File: src/rtl/idec_pkg.sv
package idec_pkg;
  localparam int VAL_W = 64;
  localparam int LEN_W = 5;
  localparam logic [3:0] K_REG = 4'd4;

  typedef enum logic [2:0] {
    CL_NONE = 3'd0,
    CL_DS   = 3'd1,
    CL_SS   = 3'd2,
    CL_S    = 3'd3,
    CL_D    = 3'd4,
    CL_BAD  = 3'd7
  } cls_e;

  function automatic logic [3:0] kind_bytes(input logic [3:0] k);
    case (k)
      4'd0, 4'd1, 4'd2, 4'd3: return 4'd8;
      4'd4:                   return 4'd1;
      4'd5:                   return 4'd8;
      4'd6:                   return 4'd4;
      4'd7:                   return 4'd2;
      4'd8:                   return 4'd1;
      default:                return 4'd0;
    endcase
  endfunction

  function automatic logic kind_known(input logic [3:0] k);
    return k <= 4'd8;
  endfunction

  function automatic logic kind_imm(input logic [3:0] k);
    return (k >= 4'd5) && (k <= 4'd8);
  endfunction
endpackage

File: src/rtl/idec_classify.sv
module idec_classify
  import idec_pkg::*;
(
  input  logic [15:0] opc_i,
  output cls_e        cls_o
);
  always_comb begin
    cls_o = CL_BAD;
    if (opc_i[15:4] == 12'h100 && opc_i[3:0] <= 4'hC) cls_o = CL_DS;
    else begin
      case (opc_i)
        16'h4000:                               cls_o = CL_DS;
        16'h2000, 16'h2001, 16'h3004:           cls_o = CL_SS;
        16'h2002, 16'h2003, 16'h2004,
        16'h3000, 16'h3002:                     cls_o = CL_S;
        16'h3003:                               cls_o = CL_D;
        16'hF000, 16'hF001, 16'hF002,
        16'h3001, 16'h3005:                     cls_o = CL_NONE;
        default:                                cls_o = CL_BAD;
      endcase
    end
  end
endmodule

File: src/rtl/idec_mode_chk.sv
module idec_mode_chk
  import idec_pkg::*;
(
  input  cls_e       cls_i,
  input  logic [7:0] mode_i,
  output logic       legal_o,
  output logic       two_o,
  output logic [3:0] nb_a_o,
  output logic [3:0] nb_b_o
);
  logic [3:0] hi, lo;
  assign hi = mode_i[7:4];
  assign lo = mode_i[3:0];

  always_comb begin
    case (cls_i)
      CL_DS:   legal_o = kind_known(hi) && !kind_imm(hi) && kind_known(lo);
      CL_SS:   legal_o = kind_known(hi) && kind_known(lo);
      CL_S:    legal_o = kind_known(hi) && (lo == 4'd0);
      CL_D:    legal_o = kind_known(hi) && !kind_imm(hi) && (lo == 4'd0);
      default: legal_o = 1'b0;
    endcase
  end

  assign two_o  = (cls_i == CL_DS) || (cls_i == CL_SS);
  assign nb_a_o = kind_bytes(hi);
  assign nb_b_o = kind_bytes(lo);
endmodule

File: src/rtl/idec_slot.sv
module idec_slot #(
  parameter int VAL_W = 64,
  localparam int IDX_W = $clog2(VAL_W / 8)
) (
  input  logic             clk_i,
  input  logic             rst_ni,
  input  logic             clr_i,
  input  logic             wr_i,
  input  logic             is_reg_i,
  input  logic [IDX_W-1:0] idx_i,
  input  logic [7:0]       byte_i,
  output logic [VAL_W-1:0] val_o,
  output logic             bad_now_o
);
  logic [VAL_W-1:0] val_q;

  always_ff @(posedge clk_i or negedge rst_ni) begin
    if (!rst_ni) val_q <= '0;
    else if (clr_i) val_q <= '0;
    else if (wr_i) begin
      if (is_reg_i) val_q <= {{(VAL_W-6){1'b0}}, byte_i[5:0]};
      else          val_q[{idx_i, 3'b000} +: 8] <= byte_i;
    end
  end

  assign val_o     = val_q;
  assign bad_now_o = wr_i && is_reg_i && (byte_i[7:6] != 2'b00);
endmodule

File: src/rtl/instr_decoder.sv
module instr_decoder
  import idec_pkg::*;
#(
  parameter int                ADDR_W   = 64,
  parameter logic [ADDR_W-1:0] START_IP = '0
) (
  input  logic              clk_i,
  input  logic              rst_ni,
  input  logic              byte_valid_i,
  input  logic [7:0]        byte_data_i,
  output logic              byte_ready_o,
  output logic              rec_valid_o,
  output logic [ADDR_W-1:0] rec_addr_o,
  output logic [15:0]       rec_opcode_o,
  output logic [2:0]        rec_class_o,
  output logic [3:0]        rec_kind_a_o,
  output logic [3:0]        rec_kind_b_o,
  output logic [63:0]       rec_val_a_o,
  output logic [63:0]       rec_val_b_o,
  output logic [4:0]        rec_len_o,
  output logic              rec_illegal_o
);
  localparam int IDX_W = $clog2(VAL_W / 8);

  typedef enum logic [2:0] {ST_OPLO, ST_OPHI, ST_MODE, ST_OPA, ST_OPB} st_e;

  st_e              st_q;
  logic [ADDR_W-1:0] pc_q, start_q;
  logic [7:0]       oplo_q;
  logic [15:0]      op_q;
  cls_e             cls_q, cls_now;
  logic [3:0]       kind_a_q, kind_b_q, nb_b_q, cnt_q;
  logic             two_q, bad_q, rec_v_q, ill_q;
  logic [IDX_W-1:0] idx_q;
  logic [LEN_W-1:0] blen_q, len_q;

  logic             acc;
  logic [15:0]      opc_now;
  logic             m_legal, m_two;
  logic [3:0]       m_nb_a, m_nb_b;
  logic             a_bad_now, b_bad_now;
  logic [VAL_W-1:0] val_a, val_b;

  assign byte_ready_o = 1'b1;
  assign acc          = byte_valid_i;
  assign opc_now      = {byte_data_i, oplo_q};

  idec_classify u_cls (.opc_i(opc_now), .cls_o(cls_now));

  idec_mode_chk u_mode (
    .cls_i  (cls_q),
    .mode_i (byte_data_i),
    .legal_o(m_legal),
    .two_o  (m_two),
    .nb_a_o (m_nb_a),
    .nb_b_o (m_nb_b)
  );

  // operand A and B storage share one slot design
  for (genvar g = 0; g < 2; g++) begin : g_slot
    logic             wr, bad_now;
    logic [VAL_W-1:0] val;
    assign wr = acc && (st_q == ((g == 0) ? ST_OPA : ST_OPB));
    idec_slot #(.VAL_W(VAL_W)) u_slot (
      .clk_i    (clk_i),
      .rst_ni   (rst_ni),
      .clr_i    (acc && (st_q == ST_OPHI)),
      .wr_i     (wr),
      .is_reg_i (((g == 0) ? kind_a_q : kind_b_q) == K_REG),
      .idx_i    (idx_q),
      .byte_i   (byte_data_i),
      .val_o    (val),
      .bad_now_o(bad_now)
    );
  end
  assign val_a     = g_slot[0].val;
  assign val_b     = g_slot[1].val;
  assign a_bad_now = g_slot[0].bad_now;
  assign b_bad_now = g_slot[1].bad_now;

  always_ff @(posedge clk_i or negedge rst_ni) begin
    if (!rst_ni) begin
      st_q     <= ST_OPLO;
      pc_q     <= START_IP;
      start_q  <= START_IP;
      oplo_q   <= '0;
      op_q     <= '0;
      cls_q    <= CL_NONE;
      kind_a_q <= '0;
      kind_b_q <= '0;
      nb_b_q   <= '0;
      cnt_q    <= '0;
      idx_q    <= '0;
      two_q    <= 1'b0;
      bad_q    <= 1'b0;
      blen_q   <= '0;
      rec_v_q  <= 1'b0;
      len_q    <= '0;
      ill_q    <= 1'b0;
    end else begin
      rec_v_q <= 1'b0;
      if (acc) begin
        pc_q   <= pc_q + 1'b1;
        blen_q <= blen_q + 1'b1;
        unique case (st_q)
          ST_OPLO: begin
            start_q <= pc_q;
            oplo_q  <= byte_data_i;
            blen_q  <= LEN_W'(1);
            bad_q   <= 1'b0;
            st_q    <= ST_OPHI;
          end
          ST_OPHI: begin
            op_q     <= opc_now;
            cls_q    <= cls_now;
            kind_a_q <= '0;
            kind_b_q <= '0;
            if (cls_now == CL_NONE || cls_now == CL_BAD) begin
              rec_v_q <= 1'b1;
              len_q   <= blen_q + 1'b1;
              ill_q   <= (cls_now == CL_BAD);
              st_q    <= ST_OPLO;
            end else begin
              st_q <= ST_MODE;
            end
          end
          ST_MODE: begin
            if (!m_legal) begin
              rec_v_q <= 1'b1;
              len_q   <= blen_q + 1'b1;
              ill_q   <= 1'b1;
              st_q    <= ST_OPLO;
            end else begin
              kind_a_q <= byte_data_i[7:4];
              kind_b_q <= m_two ? byte_data_i[3:0] : 4'd0;
              two_q    <= m_two;
              nb_b_q   <= m_nb_b;
              cnt_q    <= m_nb_a - 4'd1;
              idx_q    <= '0;
              st_q     <= ST_OPA;
            end
          end
          ST_OPA: begin
            bad_q <= bad_q | a_bad_now;
            if (cnt_q == 4'd0) begin
              if (two_q) begin
                cnt_q <= nb_b_q - 4'd1;
                idx_q <= '0;
                st_q  <= ST_OPB;
              end else begin
                rec_v_q <= 1'b1;
                len_q   <= blen_q + 1'b1;
                ill_q   <= bad_q | a_bad_now;
                st_q    <= ST_OPLO;
              end
            end else begin
              cnt_q <= cnt_q - 4'd1;
              idx_q <= idx_q + 1'b1;
            end
          end
          ST_OPB: begin
            if (cnt_q == 4'd0) begin
              rec_v_q <= 1'b1;
              len_q   <= blen_q + 1'b1;
              ill_q   <= bad_q | b_bad_now;
              st_q    <= ST_OPLO;
            end else begin
              cnt_q <= cnt_q - 4'd1;
              idx_q <= idx_q + 1'b1;
            end
          end
          default: st_q <= ST_OPLO;
        endcase
      end
    end
  end

  assign rec_valid_o   = rec_v_q;
  assign rec_addr_o    = start_q;
  assign rec_opcode_o  = op_q;
  assign rec_class_o   = cls_q;
  assign rec_kind_a_o  = kind_a_q;
  assign rec_kind_b_o  = kind_b_q;
  assign rec_val_a_o   = val_a;
  assign rec_val_b_o   = val_b;
  assign rec_len_o     = len_q;
  assign rec_illegal_o = ill_q;
endmodule

File: config.mk
export PLATFORM = sky130hd
export DESIGN_NAME = instr_decoder
export DESIGN_NICKNAME = d
export VERILOG_FILES = /design/src/rtl/idec_pkg.sv /design/src/rtl/idec_classify.sv /design/src/rtl/idec_mode_chk.sv /design/src/rtl/idec_slot.sv /design/src/rtl/instr_decoder.sv
export SDC_FILE = /design/constraint.sdc
export NUM_CORES = 1
export LEC_CHECK = 0
export BUFFER_PORTS_ARGS = -buffer_cell sky130_fd_sc_hd__buf_4
export CORE_UTILIZATION = 58
export CTS_BUF_LIST = sky130_fd_sc_hd__clkbuf_2 sky130_fd_sc_hd__clkbuf_4 sky130_fd_sc_hd__clkbuf_8
export DETAILED_ROUTE_END_ITERATION = 7
export GPL_TIMING_DRIVEN = 0
export PLACE_DENSITY = 0.81
export RECOVER_POWER = 50
export SYNTH_ARGS = -nofsm -noshare
export SYNTH_HDL_FRONTEND = slang
export SYNTH_HIERARCHICAL = 1
export SYNTH_SLANG_ARGS = --single-unit
export TNS_END_PERCENT = 100
File: constraint.sdc
create_clock -name clk_i -period 6.91 [get_ports clk_i]
set_input_delay 2.073 -clock clk_i [delete_from_list [all_inputs] [get_ports clk_i]]
set_output_delay 2.073 -clock clk_i [all_outputs]
set_load 0.02 [all_outputs]
# [Word-level counts from Yosys, hierarchy flattened]
# Memories as Yosys holds them, arrays and structs flattened. A register that Yosys moved wholly into a read port is not among the register bits.
# Cells that the tools add are included.
[word_totals] register_bits=315 rom_bits=128 in_bits=11 output_inout_bits=227 wordCells=163 mem_count=2
[mem_list] memory="(name not given)" words=16 word_bits=4 rd=1 rd_ports_with_merged_regs=1 write_ports=0 line_no="idec_pkg.sv:16" rtl="case (k)"
[mem_list] memory="(name not given)" words=16 word_bits=4 rd=1 rd_ports_with_merged_regs=0 write_ports=0 line_no="idec_pkg.sv:16"
[classes] n_addsub=7 n_lt_le_gt_ge=4 n_eq_ne=35 n_shift=2 muxes=53 bitwise_logic=2 n_reduce_logical=40
[op_table] cell="two-way mux 64 bit" n=6
[op_table] cell="equality test 16 x 14 -> 1 bit, second input constant" n=11
[op_table] cell="bitwise mux 64 bit" n=2
[op_table] cell="adder 64 x 1 -> 64 bit, second input constant" n=1
[op_table] cell="variable shift 8 x 8 -> 64 bit, first input constant" n=1
[op_table] cell="indexed part select 8 x 8 -> 64 bit" n=1
[op_table] cell="equality test 16 bit, second input constant" n=3
[op_table] cell="two-way mux 5 bit" n=6
[op_table] cell="case mux 3 bit (5 select lines)" n=2
[op_table] cell="two-way mux 4 bit" n=7
[op_table] cell="two-way mux 3 bit" n=8
[op_table] cell="case mux 5 bit (4 select lines)" n=1
[op_table] cell="equality test 16 x 15 -> 1 bit, second input constant" n=1
[op_table] cell="case mux 4 bit (2 select lines)" n=2
[op_table] cell="logical AND 1 bit" n=14
[op_table] cell="equality test 12 x 9 -> 1 bit, second input constant" n=1
[op_table] cell="equality test 3 x 2 -> 1 bit, second input constant" n=4
[op_table] cell="<= comparator 4 bit, second input constant" n=3
[op_table] cell="case mux 1 bit (4 select lines)" n=3
[op_table] cell="case mux 4 bit (3 select lines)" n=1
[op_table] cell="subtractor 4 x 1 -> 4 bit, second input constant" n=3
[op_table] cell="two-way mux 1 bit" n=11
[op_table] cell="nonzero test 2 bit" n=5
[op_table] cell="OR reduction 5 bit" n=2
[op_table] cell="25 further kinds" n=44

# [Longest topological paths before layout]
[depth] word_depth=9 ltp_mapped=11

# [Cells and area by module]
# Netlist, hierarchy kept.
[modules_own_cells] module="instr_decoder" n_inst=1 cells_each=657 area_each_um2=8159.1
[modules_own_cells] module="idec_slot at g_slot[0].u_slot" n_inst=1 cells_each=325 area_each_um2=3251.9
[modules_own_cells] module="idec_slot at g_slot[1].u_slot" n_inst=1 cells_each=292 area_each_um2=3190.6
[modules_own_cells] module="idec_classify" n_inst=1 cells_each=40 area_each_um2=235.2
[modules_own_cells] module="idec_mode_chk" n_inst=1 cells_each=28 area_each_um2=176.4

# [Worst setup path after synthesis]
# OpenSTA, ideal clock, no wires.
[synth_timing] kind="input port to flip-flop" start="input port byte_data_i[1]" end="register ill_q, in the netlist rec_illegal_o" arrival_time_ns=4.195 required_ns=6.785 slack_ns=2.590 cell_stages=10 cell_sequence="nor4_1 -> and2_1 -> nand4_1 -> a21boi_2 -> o211ai_2 -> and3_1 -> nor2_1 -> o41ai_1 -> o21ai_1 -> mux2_2"
[synth_between] elab_chain_len=8
[synth_lines] element="from (decl)" line_no="instr_decoder.sv:10" rtl="input logic [7:0] byte_data_i,"
[synth_lines] element="equality test 16 bit or equality test 16 x 14 -> 1 bit (tied branches)" line_no="idec_classify.sv:11" rtl="case (opc_i)"
[synth_lines] element="OR reduction 5 bit or OR reduction 3 bit (tied branches)" line_no="idec_classify.sv:11"
[synth_lines] element="case mux 3 bit (5 select lines)" line_no="idec_classify.sv:11"
[synth_lines] element="two-way mux 3 bit *" line_no="idec_classify.sv:9" rtl="if (opc_i[15:4] == 12'h100 && opc_i[3:0] <= 4'hC) cls_o = CL_DS;"
[synth_lines] element="via cls_now[0]" line_no="instr_decoder.sv:31" rtl="cls_e cls_q, cls_now;"
[synth_lines] element="equality test 3 bit or logical NOT 3 bit (tied branches)" line_no="instr_decoder.sv:118, instr_decoder.sv:121"
[synth_lines] element="logical OR 1 bit" line_no="instr_decoder.sv:118" rtl="if (cls_now == CL_NONE || cls_now == CL_BAD) begin"
[synth_lines] element="!= test 2 x 1 -> 1 bit (no line)"
[synth_lines] element="AND reduction 7 bit (no line)"
[synth_lines] element="to (signal assigned)" line_no="instr_decoder.sv:121" rtl="ill_q <= (cls_now == CL_BAD);"
[synth_lines] element="to (signal assigned)" line_no="instr_decoder.sv:153" rtl="ill_q <= bad_q | a_bad_now;"
[synth_lines] element="to (signal assigned)" line_no="instr_decoder.sv:165" rtl="ill_q <= bad_q | b_bad_now;"
[synth_lines] element="to (decl)" line_no="instr_decoder.sv:33" rtl="logic two_q, bad_q, rec_v_q, ill_q;"
# Mark *: on every way through the listed nets, which the timed path passes. The rest lies on a longest branch. The select of a mux whose other input is x is not followed.
# A chain may end at the register's enable or synchronous reset.

# [Worst setup path after layout]
[layout_timing] start="input port byte_valid_i" end="register g_slot[1].u_slot.val_q[1]"
[layout_between] elab_chain_len=2
[layout_lines] element="from (decl)" line_no="instr_decoder.sv:9" rtl="input logic byte_valid_i,"
[layout_lines] element="logical AND 1 bit, on equally long branches" line_no="instr_decoder.sv:67, instr_decoder.sv:63"
[layout_lines] element="two-way mux 64 bit or nonzero test 2 bit (tied branches)"
[layout_lines] element="to (signal assigned)" line_no="idec_slot.sv:21" rtl="if (is_reg_i) val_q <= {{(VAL_W-6){1'b0}}, byte_i[5:0]};"
[layout_lines] element="to (signal, indexed assignment)" line_no="idec_slot.sv:22" rtl="else val_q[{idx_i, 3'b000} +: 8] <= byte_i;"
[layout_lines] element="to (decl)" line_no="idec_slot.sv:15" rtl="logic [VAL_W-1:0] val_q;"
# Several ways; a longest one is shown, not always the timed one.

==> metrics.cfg <==
[critical_path]
arrival_ns=5.33
crit_fanout=16
cp-start-kind=primary input
r2r_setup_slack_ns=3.42
crit_type=primary input to flip-flop
cp-end-kind=flip-flop
cp.required_ns=7.33

[synth]
yosysWarningCount=6
ys_types=80
synth-seq-cells=319
mappedNetlistArea_um2=15000
ys.flop_type=dfrtp_1
syn_area_per_cell_um2=11.2
synth_nets=1366
synthArstFlopShare_pct=100
syn_inst=1342
synth_top_cell_area_share_pct=53.2
synth_edf_count=0
synth_top_cell_by_area=dfrtp_1
synth_area_leaders=dfrtp_1 53%, mux2_2 7.2%, nand2_1 3.4%, mux2i_1 3.1%, xnor2_1 2.4%
yosysSeqAreaShare_pct=53.2

[sta]
finalClockSkew_ns=0.0293
setup_viol=0
final-hold-violation-count=0
min_period_ns=4.91
timing.final.crit_share_pct=71.0
tns_ns=0
maxSlewViolCount=250
tightest_slew_ns=3.08
fmax_mhz=204
rsz0062_at_grt=no
max_slew_margin_pct=-105

[layout]
drive_above_1_share_pct=26.2
antenna_cells=0
final_nets=1658
stdcell_count=2006
final_util_pct=72.0
final_common_cell=dfrtp_1
syn2layout_area_growth_pct=21.0
final_cell_mix=319 x dfrtp_1, 190 x buf_4, 136 x nand2_1
multi_input_comb_area_um2=6640
regArea_um2=7980
n_fill_cell=1802

[global_routing]
track_usage_pct=29.7
grt_pass1_wl_mm=62.5
overflow=0
antenna_found_initial=0
grt_max_degree=125
grt_pass1_vias=11766

[detailed_routing]
vias=11980
drt-vias-per-instance=5.97
drt_iter0_markers=1020
drt_wl_total_mm=39.2
drt_first_pass_iters=5
wire_per_inst_um=19.5
drt.antenna.violating_nets=0
drc=0

[floorplan]
die_area_um2=26500
dieHeight_um=163
ios=238
core_um2=25300
rows=58
initial_core_util_pct=59.4
die_w_um=163

[cts]
postCtsSetupRepairBufs=0
clock_latency_ns=0.59
postCtsHoldBufs=0
clockRootBuffer=clkbuf_8
numCtsBuffers=52
cts.sinks=319
htreeDepth=2
cts_tree=built
cts_resized=0
clk_pin_slew_worst_paths_ns=0.06
clock_path_buffers=3

[placed_design]
port_buffers=236
globalplace.congestion=0.883
place_inst=1910
dp_hpwl_mm=26.9

[pwr]
total_power_mw=4.47
power_density_nw_per_um2=246
peakVddDrop_v=0.000231
p_leak_nw=8.35

[flow_run]
maxCapViolCount=2

[min_path]
hold_path_class=flip-flop to flip-flop

[run_status]
outcome=finished, violations left
violations=max-capacitance violations, max-slew violations

## report_power, final
| part | leakage (nW) | internal [mW] | switching (mW) |
|---|---|---|---|
| clock | 0.611 | 0.994 | 0.756 |
| combinational | 3.61 | 0.244 | 0.383 |
| sequential | 4.13 | 1.99 | 0.105 |
## cells in the mapped netlist (all sizes together), types with 3 or more instances
cell,n
nor3,43
buf,22
nand4b,3
xnor2,41
a211oi,13
nor2b,27
clkbuf,44
xor2,33
and4,5
nor4b,4
o22ai,5
or3,8
a221oi,12
o21bai,3
o31ai,15
nand4,21
o311ai,20
nand3,36
and3,13
inv,27
nand2b,34
or2,7
or4,4
mux2i,47
a21oi,11
nor2,71
ha,13
or3b,3
nor4,9
o211a,12
o211ai,39
dfrtp,319
nand2,136
a22o,33
o21ai,59
nor3b,6
and2,14
mux2,102
## area by class of cell
cell class / instances / area share, %
clock buffers: 80 / 5.44
flip-flops and latches: 319 / 43.9
well taps: 330 / 2.27
plain buffers: 66 / 1.57
repair buffers: 238 / 8.88
inverters: 28 / 0.578
clock inverters: 16 / 0.806
multi-input cells: 929 / 36.5
## sequential cells by signal, summed over array words and instances, names as in the netlist, 3 cells and up
signal	flops
idx_q	3
cnt_q	4
st_q	3
rec_opcode_o	16
rec_len_o	5
rec_kind_a_o	4
pc_q	64
rec_class_o	3
nb_b_q	4
g_slot.u_slot/val_o	128
rec_kind_b_o	4
rec_addr_o	64
blen_q	5
oplo_q	8
## per-stage QoR
| step | hold slack (ns) | cell area [um^2] | setup slack (ns) |
|---|---|---|---|
| final | 0.477 | 18200 | 2.00 |
| after floorplan | 0.436 | 15000 | 2.59 |
| after global routing | 0.479 | 18200 | 1.39 |
| after CTS | 0.476 | 18400 | 2.29 |
| after global placement | 0.456 | 17200 | 0.922 |
| after detailed placement | 0.467 | 17300 | 1.68 |
## worst max-delay path, stage by stage
cell      delay, ns
clkbuf_1       0.21
clkinv_1       0.37
nor4_1         0.42
clkbuf_1       0.80
buf_2          0.35
clkbuf_1       0.40
clkbuf_1       0.57
nor2_1         0.12
## cells by family (layout without fill, tap and decap cells)
kind of cell | count (synthesis) | in the layout | share of synthesized area [%]
AND/OR/NAND/NOR | 454 | 454 | 15.6
XOR/XNOR | 74 | 74 | 4.32
other | 1 | 1 | 0.0250
multiplexers | 149 | 149 | 10.8
adder cells (fa/ha/maj) | 13 | 13 | 1.08
flip-flops | 319 | 319 | 53.2
AO/OA/AOI/OAI | 238 | 238 | 12.4
buffers and inverters | 94 | 428 | 2.61
## path summary, 6_finish.rpt
check	from	end	depth (start not counted)
max	byte_valid_i	g_slot[1].u_slot/val_o[1]	8
min reg2reg	pc_q[63]	pc_q[63]	1
min in group asynchronous	rst_ni	g_slot[0].u_slot/val_o[38]	1
min	pc_q[63]	pc_q[63]	1
max reg2reg	st_q[1]	g_slot[1].u_slot/val_o[1]	7
max in group asynchronous	rst_ni	pc_q[38]	2
## routing by layer
metal	vias up	wire length, um	global-route usage, %
li1	5448	-	-
met1	5979	16700	40.7
met2	493	18400	47.2
met3	60	3370	6.70
met4	0	737	8.75
met5	-	0	0
Note: power is estimated with default switching activity, not from simulation.
